==> config.mk <==
export PLATFORM = sky130hd
export DESIGN_NAME = pit_timer3
export DESIGN_NICKNAME = d
export VERILOG_FILES = /design/src/rtl/pit_pkg.sv /design/src/rtl/pit_dec_step.sv /design/src/rtl/pit_channel.sv /design/src/rtl/pit_timer3.sv
export SDC_FILE = /design/constraint.sdc
export NUM_CORES = 1
export LEC_CHECK = 0
export ABC_AREA = 1
export BUFFER_PORTS_ARGS = -buffer_cell sky130_fd_sc_hd__buf_2
export CAP_MARGIN = 20
export CELL_PAD_IN_SITES_DETAIL_PLACEMENT = 1
export CELL_PAD_IN_SITES_GLOBAL_PLACEMENT = 1
export CORE_MARGIN = 2
export CORE_UTILIZATION = 30
export CTS_CLUSTER_SIZE = 24
export DETAILED_ROUTE_END_ITERATION = 7
export GPL_TIMING_DRIVEN = 0
export HOLD_SLACK_MARGIN = 0.08
export PLACE_DENSITY_LB_ADDON = 0.1
export SLEW_MARGIN = 10
export SYNTH_ARGS = -nofsm -noshare
export SYNTH_HDL_FRONTEND = slang
export SYNTH_HIERARCHICAL = 1
export SYNTH_SLANG_ARGS = --single-unit
==> constraint.sdc <==
create_clock -name clk -period 3.6 [get_ports clk]
set_clock_uncertainty 0.15 [all_clocks]
set_input_delay 0.36 -clock clk [delete_from_list [all_inputs] [get_ports clk]]
set_output_delay 0.36 -clock clk [all_outputs]
set_load 0.02 [all_outputs]
==> src/rtl/pit_pkg.sv <==
package pit_pkg;
  typedef enum logic [1:0] {
    ACC_LATCH = 2'b00,
    ACC_LSB   = 2'b01,
    ACC_MSB   = 2'b10,
    ACC_WORD  = 2'b11
  } pit_acc_e;

  typedef enum logic [1:0] {
    MD_TERM   = 2'd0,
    MD_RATE   = 2'd1,
    MD_SQUARE = 2'd2
  } pit_mode_e;

  // Modes outside rate/square collapse onto terminal-count behaviour.
  function automatic pit_mode_e decode_mode(input logic [2:0] f);
    case (f)
      3'b010:  return MD_RATE;
      3'b011:  return MD_SQUARE;
      default: return MD_TERM;
    endcase
  endfunction
endpackage

==> src/rtl/pit_dec_step.sv <==
module pit_dec_step #(
  parameter int W = 16
) (
  input  logic [W-1:0] val,
  input  logic         bcd,
  output logic [W-1:0] nxt
);
  localparam int DIGITS = W / 4;

  logic [DIGITS-1:0] brw;
  logic [W-1:0]      bcd_nxt;

  assign brw[0] = 1'b1;

  for (genvar d = 0; d < DIGITS; d++) begin : g_dig
    logic [3:0] dig;
    assign dig = val[4*d +: 4];
    assign bcd_nxt[4*d +: 4] = !brw[d] ? dig : ((dig == 4'd0) ? 4'd9 : dig - 4'd1);
    if (d + 1 < DIGITS) begin : g_brw
      assign brw[d+1] = brw[d] && (dig == 4'd0);
    end
  end

  assign nxt = bcd ? bcd_nxt : (val - W'(1));
endmodule

==> src/rtl/pit_channel.sv <==
module pit_channel
  import pit_pkg::*;
#(
  parameter int BYTE_W = 8
) (
  input  logic              clk,
  input  logic              rst,
  input  logic              en,
  input  logic              ctl_we,
  input  logic              latch_req,
  input  logic              dat_we,
  input  logic              dat_re,
  input  logic [BYTE_W-1:0] wdata,
  output logic [BYTE_W-1:0] rd_byte,
  output logic              tmr_out,
  output logic              latched
);
  localparam int CW = 2 * BYTE_W;

  pit_mode_e         mode_q;
  pit_acc_e          acc_q;
  logic              bcd_q;
  logic [CW-1:0]     reload_q, cnt_q, hold_q;
  logic              lat_q, wr_hi_q, rd_hi_q, pend_q, arm_q, out_q;
  logic [CW-1:0]     dec1, dec2, src;
  logic              rd_hi, wr_last;
  pit_mode_e         new_mode;

  pit_dec_step #(.W(CW)) u_dec1 (.val(cnt_q), .bcd(bcd_q), .nxt(dec1));
  pit_dec_step #(.W(CW)) u_dec2 (.val(dec1),  .bcd(bcd_q), .nxt(dec2));

  assign new_mode = decode_mode(wdata[3:1]);
  assign src      = lat_q ? hold_q : cnt_q;
  assign rd_hi    = (acc_q == ACC_MSB) || ((acc_q == ACC_WORD) && rd_hi_q);
  assign rd_byte  = rd_hi ? src[CW-1:BYTE_W] : src[BYTE_W-1:0];
  assign wr_last  = dat_we && ((acc_q != ACC_WORD) || wr_hi_q);
  assign tmr_out  = out_q;
  assign latched  = lat_q;

  always_ff @(posedge clk) begin
    if (rst) begin
      mode_q   <= MD_TERM;
      acc_q    <= ACC_WORD;
      bcd_q    <= 1'b0;
      reload_q <= '0;
      cnt_q    <= '0;
      hold_q   <= '0;
      lat_q    <= 1'b0;
      wr_hi_q  <= 1'b0;
      rd_hi_q  <= 1'b0;
      pend_q   <= 1'b0;
      arm_q    <= 1'b0;
      out_q    <= 1'b0;
    end else if (ctl_we) begin
      mode_q  <= new_mode;
      acc_q   <= pit_acc_e'(wdata[5:4]);
      bcd_q   <= wdata[0];
      wr_hi_q <= 1'b0;
      rd_hi_q <= 1'b0;
      lat_q   <= 1'b0;
      pend_q  <= 1'b0;
      arm_q   <= 1'b0;
      out_q   <= (new_mode != MD_TERM);
    end else begin
      // counting on enabled clocks
      if (en) begin
        if (pend_q) begin
          cnt_q  <= reload_q;
          pend_q <= 1'b0;
          arm_q  <= 1'b1;
          if (mode_q != MD_TERM) out_q <= 1'b1;
        end else if (arm_q) begin
          case (mode_q)
            MD_RATE: begin
              if (cnt_q == CW'(1)) begin
                cnt_q <= reload_q;
                out_q <= 1'b0;
              end else begin
                cnt_q <= dec1;
                out_q <= 1'b1;
              end
            end
            MD_SQUARE: begin
              if (cnt_q == CW'(1) || cnt_q == CW'(2)) begin
                cnt_q <= reload_q;
                out_q <= !out_q;
              end else begin
                cnt_q <= dec2;
              end
            end
            default: begin
              cnt_q <= dec1;
              if (cnt_q == CW'(1)) out_q <= 1'b1;
            end
          endcase
        end
      end
      // snapshot
      if (latch_req && !lat_q) begin
        hold_q  <= cnt_q;
        lat_q   <= 1'b1;
        rd_hi_q <= 1'b0;
      end
      // reads
      if (dat_re) begin
        if (acc_q == ACC_WORD) rd_hi_q <= !rd_hi_q;
        if (lat_q && ((acc_q != ACC_WORD) || rd_hi_q)) lat_q <= 1'b0;
      end
      // count writes
      if (dat_we) begin
        case (acc_q)
          ACC_LSB: reload_q <= {{BYTE_W{1'b0}}, wdata};
          ACC_MSB: reload_q <= {wdata, {BYTE_W{1'b0}}};
          default: begin
            if (!wr_hi_q) reload_q[BYTE_W-1:0] <= wdata;
            else          reload_q[CW-1:BYTE_W] <= wdata;
            wr_hi_q <= !wr_hi_q;
          end
        endcase
      end
      if (wr_last) begin
        pend_q <= 1'b1;
        if (mode_q == MD_TERM) out_q <= 1'b0;
      end
    end
  end
endmodule

==> src/rtl/pit_timer3.sv <==
module pit_timer3 #(
  parameter int  NUM_CH = 3,
  parameter int  BYTE_W = 8,
  localparam int ADDR_W = $clog2(NUM_CH + 1)
) (
  input  logic              clk,
  input  logic              rst,
  input  logic              wr_en,
  input  logic              rd_en,
  input  logic [ADDR_W-1:0] addr,
  input  logic [BYTE_W-1:0] wdata,
  input  logic [NUM_CH-1:0] cnt_en,
  output logic [BYTE_W-1:0] rdata,
  output logic [NUM_CH-1:0] tmr_out
);
  localparam logic [ADDR_W-1:0] CTRL_ADDR = ADDR_W'(NUM_CH);

  logic [BYTE_W-1:0] rd_byte [NUM_CH];
  logic [NUM_CH-1:0] lat_vec;
  logic [1:0]        sel;
  logic              ctl_hit, is_latch;
  logic [BYTE_W-1:0] sel_byte;
  logic              rd_cnt;

  assign sel      = wdata[BYTE_W-1 -: 2];
  assign ctl_hit  = wr_en && (addr == CTRL_ADDR);
  assign is_latch = (wdata[5:4] == 2'b00);

  for (genvar i = 0; i < NUM_CH; i++) begin : g_ch
    logic hit;
    assign hit = ctl_hit && (sel == 2'(i));
    pit_channel #(.BYTE_W(BYTE_W)) u_ch (
      .clk       (clk),
      .rst       (rst),
      .en        (cnt_en[i]),
      .ctl_we    (hit && !is_latch),
      .latch_req (hit && is_latch),
      .dat_we    (wr_en && (addr == ADDR_W'(i))),
      .dat_re    (rd_en && (addr == ADDR_W'(i))),
      .wdata     (wdata),
      .rd_byte   (rd_byte[i]),
      .tmr_out   (tmr_out[i]),
      .latched   (lat_vec[i])
    );
  end

  always_comb begin
    sel_byte = '0;
    rd_cnt   = 1'b0;
    for (int i = 0; i < NUM_CH; i++) begin
      if (addr == ADDR_W'(i)) begin
        sel_byte = rd_byte[i];
        rd_cnt   = 1'b1;
      end
    end
  end

  always_ff @(posedge clk) begin
    if (rst)                  rdata <= '0;
    else if (rd_en && rd_cnt) rdata <= sel_byte;
    else                      rdata <= '0;
  end
endmodule

[Yosys cells after proc, flatten, opt, wreduce, memory -nomap -nowiden]
Cells that the tools add are included.
Word-level totals
  flip-flop bits (word level): 185
  bits of input ports: 17
  output and inout bits: 11
  word-level logic and storage cells: 387
Operators by class
  add/sub/neg operators: 30
  equal/unequal tests: 34
  mux-type cells: 142
  bitwise gates (word level): 7
  reduce and logical (&&, ||, !) cells: 134
Operators by type and width (count)
  two-way mux 16 bit: 21
  case mux 16 bit (2 select lines): 6
  two-way mux 4 bit: 42
  zero test 4 bit: 24
  two-way mux 8 bit: 12
  subtractor 16 x 1 -> 16 bit, second input constant: 6
  subtractor 4 x 1 -> 4 bit, second input constant: 24
  two-way mux 1 bit: 57
  equality test 16 x 1 -> 1 bit, second input constant: 3
  equality test 16 x 2 -> 1 bit, second input constant: 3
  logical AND 1 bit: 41
  AND reduction 3 bit: 9
  equality test 2 bit, second input constant: 12
  nonzero test 2 bit: 10
  AND reduction 2 bit: 9
  equality test 2 x 1 -> 1 bit, second input constant: 8
  OR reduction 2 bit: 7
  zero test 1 bit: 13
  zero test 2 bit: 6
  logical OR 1 bit: 12
  inequality test 3 bit, second input constant: 3
  nonzero test 3 bit: 3
  NOT 1 bit: 7
  equality test 3 x 2 -> 1 bit, second input constant: 2
  other kinds (3): 7

[Longest topological paths before layout]
Gate-level depths: netlist of the first run.
  depth in word-level cells: 14
  depth in mapped cells: 22
  gate-level depth less buffers: 22

[Cells and area by module]
Netlist of the first run, hierarchy kept.
Modules (own cells, without submodules)
  pit_channel: times used 3, cells an instance 447, area each 3225.6 µm², seq. area each 1181.1 µm²
  pit_dec_step (g_ch[0].u_ch.u_dec1 ...): times used 4, cells an instance 161, area each 793.3 µm², seq. area each 0.0 µm²
  pit_dec_step (g_ch[2].u_ch.u_dec2): times used 1, cells an instance 171, area each 835.8 µm², seq. area each 0.0 µm²
  pit_dec_step (g_ch[2].u_ch.u_dec1): times used 1, cells an instance 162, area each 793.3 µm², seq. area each 0.0 µm²
  pit_timer3: times used 1, cells an instance 89, area each 533.0 µm², seq. area each 160.2 µm²

[Worst setup path after synthesis of the first run]
Ideal clock, no wire load.
  path kind: register to register
  from: register g_ch[2].u_ch.cnt_q[0]
  to: register g_ch[2].u_ch.cnt_q[12]
  library setup time: 71 ps
  data arrival time: 2529 ps
  data required time: 3379 ps
  slack: 850 ps
  stages on the path, launching flop included: 18
  period minus slack after synthesis: 2750 ps
  cells stage by stage: dfxtp_1 inv_1 ha_1 nand3_2 nand2_1 inv_1 ha_1 nand2_1 nor2_1 nand2_2 o21ai_4 nand4_1 nand2_1 nand3_1 a21boi_2 o21ai_1 nand2_1 a21oi_2
On the way
  elaborated cells on any way between the ends: 29
  those cells by class: add/sub (4); eq/ne (2); mux (13); reduce/logical (10)
RTL lines
  start: declaration: line pit_channel.sv:23  | logic [CW-1:0] reload_q, cnt_q, hold_q;
  start signal: assignment: line pit_channel.sv:68  | cnt_q <= reload_q;
  start signal: assignment: line pit_channel.sv:76  | cnt_q <= reload_q;
  start signal: assignment: line pit_channel.sv:85  | cnt_q <= reload_q;
  branches (longest 2 deep; another with subtractor 16 x 1 -> 16 bit)
  two-way mux 16 bit *: line pit_dec_step.sv:24  | assign nxt = bcd ? bcd_nxt : (val - W'(1));
  net g_ch[2].u_ch.dec1[0]: line pit_channel.sv:25  | logic [CW-1:0] dec1, dec2, src;
  branches (longest 4 deep; another with subtractor 16 x 1 -> 16 bit)
  two-way mux 16 bit *: line pit_dec_step.sv:24
  net g_ch[2].u_ch.dec2[12]: line pit_channel.sv:25
  two-way mux 16 bit *: line pit_channel.sv:84  | if (cnt_q == CW'(1) || cnt_q == CW'(2)) begin
  case mux 16 bit (2 select lines) *: line pit_channel.sv:73  | case (mode_q)
  two-way mux 16 bit *: line pit_channel.sv:72  | end else if (arm_q) begin
  two-way mux 16 bit *: line pit_channel.sv:67  | if (pend_q) begin
Mark *: on every way through the listed nets, which the timed path passes. The select of a mux whose other input is x is not followed.
A chain may end at the register's enable or synchronous reset.

[Worst setup path after layout of the first run]
  from: register g_ch[2].u_ch.cnt_q[0]
  to: register g_ch[2].u_ch.cnt_q[13]
On the way
  elaborated cells on any way between the ends: 29
  those cells by class: add/sub (4); eq/ne (2); mux (13); reduce/logical (10)
RTL lines (line)
  branches (longest 2 deep; another with subtractor 16 x 1 -> 16 bit)
  two-way mux 16 bit *: pit_dec_step.sv:24
  net g_ch[2].u_ch.dec1[4]: pit_channel.sv:25
  branches (longest 4 deep; another with subtractor 16 x 1 -> 16 bit)
  two-way mux 16 bit *: pit_dec_step.sv:24
  net g_ch[2].u_ch.dec2[13]: pit_channel.sv:25
  two-way mux 16 bit *: pit_channel.sv:84
  case mux 16 bit (2 select lines) *: pit_channel.sv:73
  two-way mux 16 bit *: pit_channel.sv:72
  two-way mux 16 bit *: pit_channel.sv:67
Marked as above.

==> results of run 1 <==
path summary, 6_finish.rpt:
check | to | slack [ns] | start
max | g_ch[2].u_ch/cnt_q[13]$_SDFFE_PP0P_ | 0.28 | g_ch[2].u_ch/cnt_q[0]$_SDFFE_PP0P_
min | g_ch[1].u_ch/tmr_out$_SDFF_PP0_ | 0.12 | cnt_en[1]
max reg2reg | g_ch[2].u_ch/cnt_q[13]$_SDFFE_PP0P_ | 0.28 | g_ch[2].u_ch/cnt_q[0]$_SDFFE_PP0P_
min reg2reg | g_ch[1].u_ch/hold_q[9]$_SDFFE_PP0P_ | 0.30 | g_ch[1].u_ch/hold_q[9]$_SDFFE_PP0P_
sequential cells by signal, summed over array words and instances, names as in the netlist:
| register | flops |
|---|---|
| g_ch.u_ch/acc_q | 6 |
| g_ch.u_ch/arm_q | 3 |
| g_ch.u_ch/bcd_q | 3 |
| g_ch.u_ch/cnt_q | 48 |
| g_ch.u_ch/hold_q | 48 |
| g_ch.u_ch/latched | 3 |
| g_ch.u_ch/mode_q | 6 |
| g_ch.u_ch/pend_q | 3 |
| g_ch.u_ch/rd_hi_q | 3 |
| g_ch.u_ch/reload_q | 48 |
| g_ch.u_ch/tmr_out | 3 |
| g_ch.u_ch/wr_hi_q | 3 |
| rdata | 8 |
logic make-up (layout without fill, tap and decap cells):
logic type | after synthesis | after routing | synth area share
compound gates | 620 | 620 | 0.255
fa+ha+maj | 30 | 30 | 0.0250
buf+inv | 412 | 472 | 0.109
flops | 185 | 185 | 0.247
simple gates | 1134 | 1134 | 0.349
xor+xnor | 26 | 26 | 0.0167
worst reg2reg max path: stages (launching register included):
cell and delay [ns]:
dfxtp_4 0.39, inv_1 0.16, ha_1 0.28, nand3_2 0.15, o21ai_2 0.14, xor2_1 0.55
nor2_1 0.15, nand2_1 0.14, nor2_2 0.06, nand2_1 0.10, nand2_1 0.06, nand2_1 0.07
nand2_1 0.05, nand2_1 0.05, nand3_1 0.07, a21boi_2 0.18, o21ai_1 0.18, nand2_1 0.17
a21oi_2 0.15
area by class of cell:
cell class,count,share of cell area
buffer,86,0.0243
clock buffer,23,0.0281
clock inverter,9,0.00690
inverter,326,0.0734
multi-input combinational,1810,0.586
sequential,185,0.223
tap,664,0.0498
timing repair buffer,28,0.00870
layer usage:
layer,track usage,part of all wire,vias up
met5,0,0,-
li1,-,-,7990
met1,0.302,0.49,7473
met2,0.367,0.46,174
met4,0.0633,0.021,0
met3,0.0285,0.028,60
power groups by stage:
stage,clock network [mW],registers [mW],logic [mW]
floorplan,0,2.16,0.620
global placement,0,2.17,0.878
detailed placement,0,2.17,0.897
CTS,1.98,2.12,0.904
global route,2.07,2.13,1.03
finish,1.93,2.12,0.912
synthesized netlist by cell type (all sizes together):
library cell,instances,share of area
clkbuf,57,0.014
nor2,221,0.079
buf,29,0.013
xnor2,6,0.0035
o221ai,3,0.0018
o211ai,27,0.014
nand4,12,0.0050
xor2,20,0.013
o32ai,45,0.026
o21a,11,0.0055
a21oi,232,0.086
dfxtp,185,0.25
a31oi,3,0.0013
clkinv,10,0.0025
nand3,195,0.073
inv,316,0.079
o21ai,242,0.085
o31ai,5,0.0025
nand2,670,0.18
ha,30,0.025
nor3,19,0.0063
o22ai,3,0.0013
nand3b,9,0.0045
o21bai,1,0.00050
a21boi,48,0.032
or2,8,0.0038
stage by stage:
stage | util | hold WS [ns] | TNS [ns] | power (mW)
after floorplan | - | 0.279 | 0 | 2.77
after global placement | 0.325 | 0.288 | -0.953 | 3.05
after detailed placement | 0.325 | 0.298 | -0.425 | 3.07
after CTS | 0.337 | 0.0952 | 0 | 5.01
after global routing | 0.339 | 0.108 | 0 | 5.23
final | 0.339 | 0.116 | 0 | 4.97
what timing repair did:
action / 4_1_cts / 5_1_grt
cloned: 0 / 0
hold buffers: 1 / 0
endpoints found under the hold margin: 2 / 0
setup buffers: 0 / 0
gates resized for setup: 1 / 31
endpoints found under the setup margin: 10 / 35
==> results.txt, run 1 <==
WP depth - 18
Worst Hold Depth - 4
Logic gate share of total power - 0.184
CP top delay family - simple AND/OR/NAND/NOR gates
CP max stage delay - 0.55 ns
Total Routing Usage GR - 0.222
Port bufs - 27
Worst setup margin - 0.284 ns
Syn avg cell area - 6.24 sq um
RSZ-0062 raised after global routing - no
Post-synthesis cell type count - 44
Num ports - 28
Psw - 1.55 mW
1st-pass router iterations - 5
WL/cell - 17.9 um
Drt total wl - 56000 um
Clock power share - 0.389
Core ar. - 49200 sq um
Area growth syn-to-layout - 11.1%
Worst-path clk slew - 0.07 ns
Hold Vio Cnt, Final - 0
CTS buffer count - 17
Slew Viols, Final - 0
Startpoint Class - flop
First-pass GRT wire length - 89200 um
Fillers - 6424
Nets - 2501
Share of layout cells above drive strength 1 - 0.117
Final min period - 3.32 ns
Die Y - 228 um
Vias in the first global route - 15.7k
CTS tree - yes
Syn_nets - 2454
Post-route design area - 16700 sq um
Post-synthesis sequential area ratio - 0.247
Crit Path Max Fanout - 8
Slew headroom - 0.440
Row count - 81
Initial Util - 0.305
Mapped Area - 15000 sq um
Req. time, crit path - 3.83 ns
Status - finished, final reports clean
# diodes - 0
Register bit total from synthesis - 185
Cell Pwr Density - 298 nW/um^2
Vias - 15.7k
Dpl ws - -0.0824 ns
Int Power - 3.42 mW
Vias/cell - 5.01
Worst Tran Pin Value - 0.831 ns
Most Frequent Cell on Critical Path - nand2_1
Commonest non-fill, non-tap cell in the layout - nand2_1
Worst VDD drop - 326 uV
Max clock buf depth - 2
Worst setup EP type - flop
Initial antenna violation count - 1
Grt ovf - 0
Crit path kind - flop to flop
TritonCTS Sinks - 185
Die area - 51800 sq um
Root buffer cell - clkbuf_16
Max Clock Freq - 302 MHz
Final Cycle Share - 0.921
Placed cells - 3098
R2r worst-path depth - 18
Seq. cell area - 3720 sq um
Final-report setup violation count - 0
Max_cap viols - 0
Sw frac - 0.312
Class of the worst hold path - input pin to flop
Mapped Cells - 2407
Multi-input gate area - 9780 sq um
Flop pwr share - 0.427
H-tree depth - 4
Clk Latency, worst-skew pair - 0.46 ns
DP HPWL - 45200 um
Die W - 228 um
DRC errors left - 0
Post-route ant nets - 0
Leakage power - 6.76 nW
GP Congestion - 0.825
Crit path buffers/inverters - 1
Ys Warns - 6
Slowest cell on crit path - xor2_1
CP Cell Sequence - inv_1 > ha_1 > nand3_2 > o21ai_2 > xor2_1 > nor2_1 > nand2_1 > nor2_2 > nand2_1 > nand2_1 > nand2_1 > nand2_1 > nand2_1 > nand3_1 > a21boi_2 > o21ai_1 > nand2_1 > a21oi_2
Critical Path AT - 3.55 ns
Largest net degree at the start of global routing - 17
Finished Layout Cells - 3131
DP Area - 16000 sq um
Iteration-0 DRC Markers - 675
Commonest cells after routing, fill and taps aside - nand2_1 (623), inv_1 (310), a21oi_1 (199)
Power figures use the tool's default switching activity.
==> run 2: changes to the inputs <==
==> constraint.sdc (replaced) <==
create_clock -name clk -period 3.6 [get_ports clk]
set_clock_uncertainty 0.15 [all_clocks]
set_input_delay 0.72 -clock clk [delete_from_list [all_inputs] [get_ports clk]]
set_output_delay 0.72 -clock clk [all_outputs]
set_load 0.02 [all_outputs]
==> results.txt, run 2 (same netlist as run 1, synthesis figures left out) <==
Status - finished, final reports clean (unchanged)
# diodes - 0 (unchanged)
CTS tree - yes (unchanged)
Dpl ws - -0.0824 ns (unchanged)
RSZ-0062 raised after global routing - no (unchanged)
H-tree depth - 4 (unchanged)
Port bufs - 27 (unchanged)
Clk Latency, worst-skew pair - 0.46 ns (about the same)
Final-report setup violation count - 0 (unchanged)
Startpoint Class - flop (unchanged)
# hold bufs at CTS - 0 (was 1)
GP Congestion - 0.825 (unchanged)
Logic gate share of total power - 0.184 (about the same)
Crit Path Max Fanout - 8 (unchanged)
Crit path kind - flop to flop (unchanged)
Post-route ant nets - 0 (unchanged)
Sw frac - 0.312 (about the same)
Initial Util - 0.305 (unchanged)
Slowest cell on crit path - xor2_1 (unchanged)
Row count - 81 (unchanged)
Cell Pwr Density - 298 nW/um^2 (about the same)
Area growth syn-to-layout - 11.0% (was 11.1%)
Final hold slack - 0.304 ns (was 0.116 ns)
Worst VDD drop - 326 uV (about the same)
WL/cell - 17.9 um (about the same)
Die area - 51800 sq um (unchanged)
Final min period - 3.32 ns (about the same)
Slew headroom - 0.448 (was 0.440)
Core ar. - 49200 sq um (unchanged)
R2r setup slk - 0.28 ns (about the same)
Drt total wl - 56000 um (about the same)
Iteration-0 DRC Markers - 635 (was 675)
Num ports - 28 (unchanged)
Die Y - 228 um (unchanged)
Leakage power - 6.75 nW (was 6.76 nW)
Final Cycle Share - 0.921 (about the same)
Vias - 15.7k (about the same)
Vias/cell - 5.02 (was 5.01)
TritonCTS Sinks - 185 (unchanged)
Worst-path clk slew - 0.07 ns (about the same)
Largest registers - g_ch.u_ch/cnt_q (48), g_ch.u_ch/hold_q (48), g_ch.u_ch/reload_q (48) (unchanged)
Class of the worst hold path - flop to flop (was input pin to flop)
Setup_tns - 0 ns (unchanged)
Max clock buf depth - 2 (unchanged)
Clock power share - 0.389 (about the same)
CP Cell Sequence - inv_1 > ha_1 > nand3_2 > o21ai_2 > xor2_1 > nor2_1 > nand2_1 > nor2_2 > nand2_1 > nand2_1 > nand2_1 > nand2_1 > nand2_1 > nand3_1 > a21boi_2 > o21ai_1 > nand2_1 > a21oi_2 (unchanged)
Max_cap viols - 0 (unchanged)
CTS buffer count - 17 (unchanged)
Commonest cells after routing, fill and taps aside - nand2_1 (623), inv_1 (310), a21oi_1 (199) (unchanged)
Worst setup margin - 0.284 ns (about the same)
Vias in the first global route - 15.7k (about the same)
DP HPWL - 45200 um (unchanged)
1st-pass router iterations - 4 (was 5)
Psw - 1.55 mW (about the same)
Share of layout cells above drive strength 1 - 0.117 (about the same)
Largest net degree at the start of global routing - 17 (unchanged)
First-pass GRT wire length - 89200 um (about the same)
Commonest non-fill, non-tap cell in the layout - nand2_1 (unchanged)
Req. time, crit path - 3.83 ns (about the same)
Setup bufs post-CTS - 0 (unchanged)
# resized after CTS - 1 (unchanged)
Root buffer cell - clkbuf_16 (unchanged)
Initial antenna violation count - 2 (was 1)
Grt ovf - 0 (unchanged)
Flop pwr share - 0.428 (was 0.427)
Hold Vio Cnt, Final - 0 (unchanged)
Most Frequent Cell on Critical Path - nand2_1 (unchanged)
DRC errors left - 0 (unchanged)
Critical Path AT - 3.55 ns (about the same)
Int Power - 3.42 mW (about the same)
Slew Viols, Final - 0 (unchanged)
Die W - 228 um (unchanged)
Worst Tran Pin Value - 0.819 ns (was 0.831 ns)
CP max stage delay - 0.57 ns (was 0.55 ns)
Nets - 2500 (was 2501)
Worst setup EP type - flop (unchanged)
Total Routing Usage GR - 0.222 (unchanged)
Max Clock Freq - 302 MHz (about the same)
==> run 2: critical path: cells and delay by family, from the launching register on <==
kind,cells,cell delay [ns]
AOI/OAI and AO/OA,4,0.65
xor gates and xnor gates,1,0.57
adders and majority gates,1,0.28
buffers and inverters,1,0.15
DFF,1,0.39
and+or+nand+nor,11,1.05
==> run 2: path summary, 6_finish.rpt <==
check	from	cells past startpoint	to
setup reg to reg	g_ch[2].u_ch/cnt_q[0]$_SDFFE_PP0P_	18	g_ch[2].u_ch/cnt_q[13]$_SDFFE_PP0P_
hold / removal	g_ch[0].u_ch/hold_q[9]$_SDFFE_PP0P_	2	g_ch[0].u_ch/hold_q[9]$_SDFFE_PP0P_
setup / recovery	g_ch[2].u_ch/cnt_q[0]$_SDFFE_PP0P_	18	g_ch[2].u_ch/cnt_q[13]$_SDFFE_PP0P_
hold reg to reg	g_ch[0].u_ch/hold_q[9]$_SDFFE_PP0P_	2	g_ch[0].u_ch/hold_q[9]$_SDFFE_PP0P_
==> run 2: through the flow <==
| step | cells | area, sq um | total power, mW | utilization |
|---|---|---|---|---|
| 3_3_place_gp | 3098 | 16000 | 3.05 | 0.325 |
| 6_report | 3130 | 16700 | 4.96 | 0.339 |
| 2_1_floorplan | 2407 | 15000 | 2.77 | - |
| 3_5_place_dp | 3098 | 16000 | 3.07 | 0.325 |
| 4_1_cts | 3130 | 16600 | 5.01 | 0.337 |
| 5_1_grt | 3130 | 16700 | 5.23 | 0.339 |
==> run 2: power groups by stage <==
stage / registers (mW) / logic, mW / clock network (mW)
6_report: 2.12 / 0.912 / 1.93
5_1_grt: 2.13 / 1.03 / 2.07
4_1_cts: 2.12 / 0.903 / 1.98
3_5_place_dp: 2.17 / 0.897 / 0
3_3_place_gp: 2.17 / 0.878 / 0
2_1_floorplan: 2.16 / 0.620 / 0
==> run 2: layout make-up <==
cell class,count,area [sq um]
fill,6423,32500
multi-input combinational,1810,9780
sequential,185,3720
inverter,326,1220
tap,664,831
clock buffer,23,468
buffer,86,405
timing repair buffer,27,135
clock inverter,9,115
==> run 2: layer usage <==
layer	global-route usage	vias up	wire [um]
met5	0	-	0
met4	0.0633	0	1230
met3	0.0285	62	1560
met2	0.367	177	25700
met1	0.302	7492	27500
li1	-	7991	-
==> run 3: changes to the inputs <==
- ABC_AREA: 1 -> 0
==> results.txt, run 3 <==
Crit Path Max Fanout - 5 (was 8)
TritonCTS Sinks - 185 (unchanged)
Largest registers - g_ch.u_ch/cnt_q (48), g_ch.u_ch/hold_q (48), g_ch.u_ch/reload_q (48) (unchanged)
1st-pass router iterations - 5 (was 4)
Num ports - 28 (unchanged)
Row count - 71 (was 81)
Iteration-0 DRC Markers - 648 (was 635)
Max_cap viols - 0 (unchanged)
R2r setup slk - -0.32 ns (was 0.28 ns)
Worst Tran Pin Value - 0.985 ns (was 0.819 ns)
Grt ovf - 0 (unchanged)
Final-report setup violation count - 7 (was 0)
H-tree depth - 4 (unchanged)
Port bufs - 27 (unchanged)
Nets - 1515 (was 2500)
Worst setup margin - -0.317 ns (was 0.284 ns)
Slew Viols, Final - 0 (unchanged)
Total Routing Usage GR - 0.214 (was 0.222)
Worst VDD drop - 299 uV (was 326 uV)
Syn avg cell area - 8.28 sq um (was 6.24 sq um)
RSZ-0062 raised after global routing - yes (was no)
Commonest cells after routing, fill and taps aside - nand2_1 (220), dfxtp_1 (166), a21oi_1 (146) (was nand2_1 (623), inv_1 (310), a21oi_1 (199))
CP Cell Sequence - or4_4 > or4b_4 > a21o_2 > a22o_4 > or4_4 > or3_4 > a211oi_2 > xor2_1 > a22o_1 > a221o_1 (was inv_1 > ha_1 > nand3_2 > o21ai_2 > xor2_1 > nor2_1 > nand2_1 > nor2_2 > nand2_1 > nand2_1 > nand2_1 > nand2_1 > nand2_1 > nand3_1 > a21boi_2 > o21ai_1 > nand2_1 > a21oi_2)
First-pass GRT wire length - 65400 um (was 89200 um)
Mapped Cells - 1386 (was 2407)
DRC errors left - 0 (unchanged)
CTS buffer count - 17 (unchanged)
CTS tree - yes (unchanged)
Share of layout cells above drive strength 1 - 0.190 (was 0.117)
Post-route ant nets - 0 (unchanged)
Class of the worst hold path - flop to flop (unchanged)
Root buffer cell - clkbuf_16 (unchanged)
Register bit total from synthesis - 185 (unchanged)
Post-synthesis sequential area ratio - 0.323 (was 0.247)
WL/cell - 21.1 um (was 17.9 um)
Largest area contributor in the netlist - dfxtp_1 (unchanged)
Final Cycle Share - 1.09 (was 0.921)
Failing checks - negative setup slack
Critical Path AT - 4.10 ns (was 3.55 ns)
Most common cell in the synthesized netlist - nand2_1 (unchanged)
Crit path kind - flop to flop (unchanged)
Die W - 200 um (was 228 um)
Post-synthesis cell type count - 72 (was 44)
Status - finished, violations left (was finished, final reports clean)
Cell Pwr Density - 331 nW/um^2 (was 298 nW/um^2)
Post-route design area - 13500 sq um (was 16700 sq um)
Area contributors post-synth - dfxtp_1 (32%), nand2_1 (7.4%), a21oi_1 (6.5%) (was dfxtp_1 (25%), nand2_1 (16%), inv_1 (7.8%))
Worst Hold Depth - 2 (unchanged)
Die area - 39800 sq um (was 51800 sq um)
Syn_nets - 1433 (was 2454)
Vias in the first global route - 11.0k (was 15.7k)
Commonest cells post-synth - nand2_1 (225), dfxtp_1 (185), a21oi_1 (148) (was nand2_1 (634), inv_1 (311), a21oi_1 (199))
Initial antenna violation count - 2 (unchanged)
Worst setup EP type - flop (unchanged)
Vias/cell - 5.55 (was 5.02)
Slowest cell on crit path - or4b_4 (was xor2_1)
Drt total wl - 42100 um (was 56000 um)
Slew headroom - 0.335 (was 0.448)
Die Y - 200 um (was 228 um)
Initial Util - 0.305 (about the same)
Dpl ws - -0.607 ns (was -0.0824 ns)
Req. time, crit path - 3.78 ns (was 3.83 ns)
Most Frequent Cell on Critical Path - or4_4 (was nand2_1)
Worst-path clk slew - 0.08 ns (was 0.07 ns)
RR Startpoint - g_ch[0].u_ch/cnt_q[6]$_SDFFE_PP0P_ (was g_ch[2].u_ch/cnt_q[0]$_SDFFE_PP0P_)
DP Area - 12300 sq um (was 16000 sq um)
Ys Warns - 6 (unchanged)
Vias - 11.1k (was 15.7k)
Mapped Area - 11500 sq um (was 15000 sq um)
RR Endpoint - g_ch[0].u_ch/cnt_q[15]$_SDFFE_PP0P_ (was g_ch[2].u_ch/cnt_q[13]$_SDFFE_PP0P_)
CP max stage delay - 0.60 ns (was 0.57 ns)
Synth async-reset ratio - 0 (unchanged)
Number of synthesized flops with an enable pin - 0 (unchanged)
Hold Vio Cnt, Final - 0 (unchanged)
Post-synth top area share - 0.323 (was 0.247)
Worst Min Path Start - g_ch[1].u_ch/hold_q[6]$_SDFFE_PP0P_ (was g_ch[0].u_ch/hold_q[9]$_SDFFE_PP0P_)
Largest net degree at the start of global routing - 17 (unchanged)
Area growth syn-to-layout - 17.7% (was 11.0%)
Clk Latency, worst-skew pair - 0.44 ns (was 0.46 ns)
DP HPWL - 30500 um (was 45200 um)
Startpoint Class - flop (unchanged)
Layout Utilization - 0.359 (was 0.339)
GP Congestion - 0.808 (was 0.825)
Worst Hold Path EP - g_ch[1].u_ch/hold_q[6]$_SDFFE_PP0P_ (was g_ch[0].u_ch/hold_q[9]$_SDFFE_PP0P_)
Commonest non-fill, non-tap cell in the layout - nand2_1 (unchanged)
Max clock buf depth - 2 (unchanged)
Leakage power - 4.87 nW (was 6.75 nW)
Core ar. - 37700 sq um (was 49200 sq um)
Max Clock Freq - 255 MHz (was 302 MHz)
Post-synth top flop - dfxtp_1 (unchanged)
R2r worst-path depth - 10 (was 18)
Final min period - 3.92 ns (was 3.32 ns)
==> run 3: cell types whose count changed after synthesis, moves of 27 or more <==
cell / before / now
nand2_1: 634 / 225
inv_1: 311 / 45
o21ai_0: 197 / 53
nand3_1: 182 / 62
nor2_1: 167 / 81
a21oi_1: 199 / 148
a221o_1: 0 / 48
o32ai_1: 45 / 0
a22o_1: 0 / 34
clkbuf_1: 57 / 24
o21ai_1: 36 / 3
a21boi_2: 30 / 0
a21oi_2: 33 / 3
nand2_2: 28 / 1
==> run 3: critical path: cells and delay by family, from the launching register on <==
family,cells,cell delay (ns)
AOI/OAI and AO/OA,5,1.18
xor gates and xnor gates,1,0.10
DFF,1,0.37
and+or+nand+nor,4,2.00
==> run 3: cell families (layout without fill, tap and decap cells) <==
family	count (synthesis)	in the layout	synth area share
muxes	39	39	0.0617
AOI/OAI and AO/OA	403	403	0.246
buffers and inverters	102	197	0.0400
and+or+nand+nor	578	578	0.259
xor gates and xnor gates	49	49	0.0374
DFF	185	185	0.323
other	0	1	0
adders and majority gates	30	30	0.0327
==> run 3: how the worst max path moves through the flow <==
stage                                             startpoint                             endpoint  slack (ns)  cells past startpoint
after floorplan           g_ch[0].u_ch/cnt_q[6]$_SDFFE_PP0P_  g_ch[0].u_ch/cnt_q[15]$_SDFFE_PP0P_       -0.12                     10
after detailed placement  g_ch[0].u_ch/cnt_q[0]$_SDFFE_PP0P_  g_ch[0].u_ch/cnt_q[14]$_SDFFE_PP0P_       -0.61                     12
after global placement    g_ch[0].u_ch/cnt_q[0]$_SDFFE_PP0P_  g_ch[0].u_ch/cnt_q[14]$_SDFFE_PP0P_       -0.61                     11
after global routing      g_ch[0].u_ch/cnt_q[6]$_SDFFE_PP0P_  g_ch[0].u_ch/cnt_q[15]$_SDFFE_PP0P_       -0.40                     10
final                     g_ch[0].u_ch/cnt_q[6]$_SDFFE_PP0P_  g_ch[0].u_ch/cnt_q[15]$_SDFFE_PP0P_       -0.32                     10
after CTS                 g_ch[0].u_ch/cnt_q[6]$_SDFFE_PP0P_  g_ch[0].u_ch/cnt_q[15]$_SDFFE_PP0P_       -0.31                     10
==> run 3: per-layer routing <==
metal | routed length, um | track usage | vias up
li1 | - | - | 5318
met4 | 626 | 0.0546 | 2
met1 | 20400 | 0.288 | 5545
met2 | 19800 | 0.358 | 163
met3 | 1260 | 0.0334 | 40
met5 | 10 | 0 | -
==> run 3: stage by stage <==
step / hold slack [ns] / instances / TNS [ns] / power [mW]
2_1_floorplan: 0.282 / 1386 / -0.478 / 2.37
3_3_place_gp: 0.289 / 1924 / -9.52 / 2.50
3_5_place_dp: 0.298 / 1925 / -9.86 / 2.51
4_1_cts: 0.308 / 1985 / -0.935 / 4.53
5_1_grt: 0.327 / 1992 / -2.13 / 4.65
6_report: 0.303 / 1993 / -1.20 / 4.47
==> run 3: layout make-up <==
cell class | instances | area, sq um
Antenna cell | 1 | 2.50
Inverter | 45 | 169
Buffer | 57 | 295
Clock buffer | 21 | 460
Tap cell | 511 | 639
Fill cell | 4505 | 24200
Clock inverter | 11 | 145
Timing Repair Buffer | 63 | 419
Multi-Input combinational cell | 1099 | 7620
Sequential cell | 185 | 3760
==> run 3: report_power, final <==
part           total, mW  switching [mW]  internal [mW]
combinational      0.386           0.259          0.127
clock               2.00           0.867           1.13
sequential          2.09          0.0264           2.06
==> run 3: timing repair <==
action,in CTS,in global routing
resized for setup,66,21
hold endpoints to repair,0,0
pin swaps,14,14
endpoints found under the setup margin,27,23
setup buffers,28,7
hold buffers,0,0
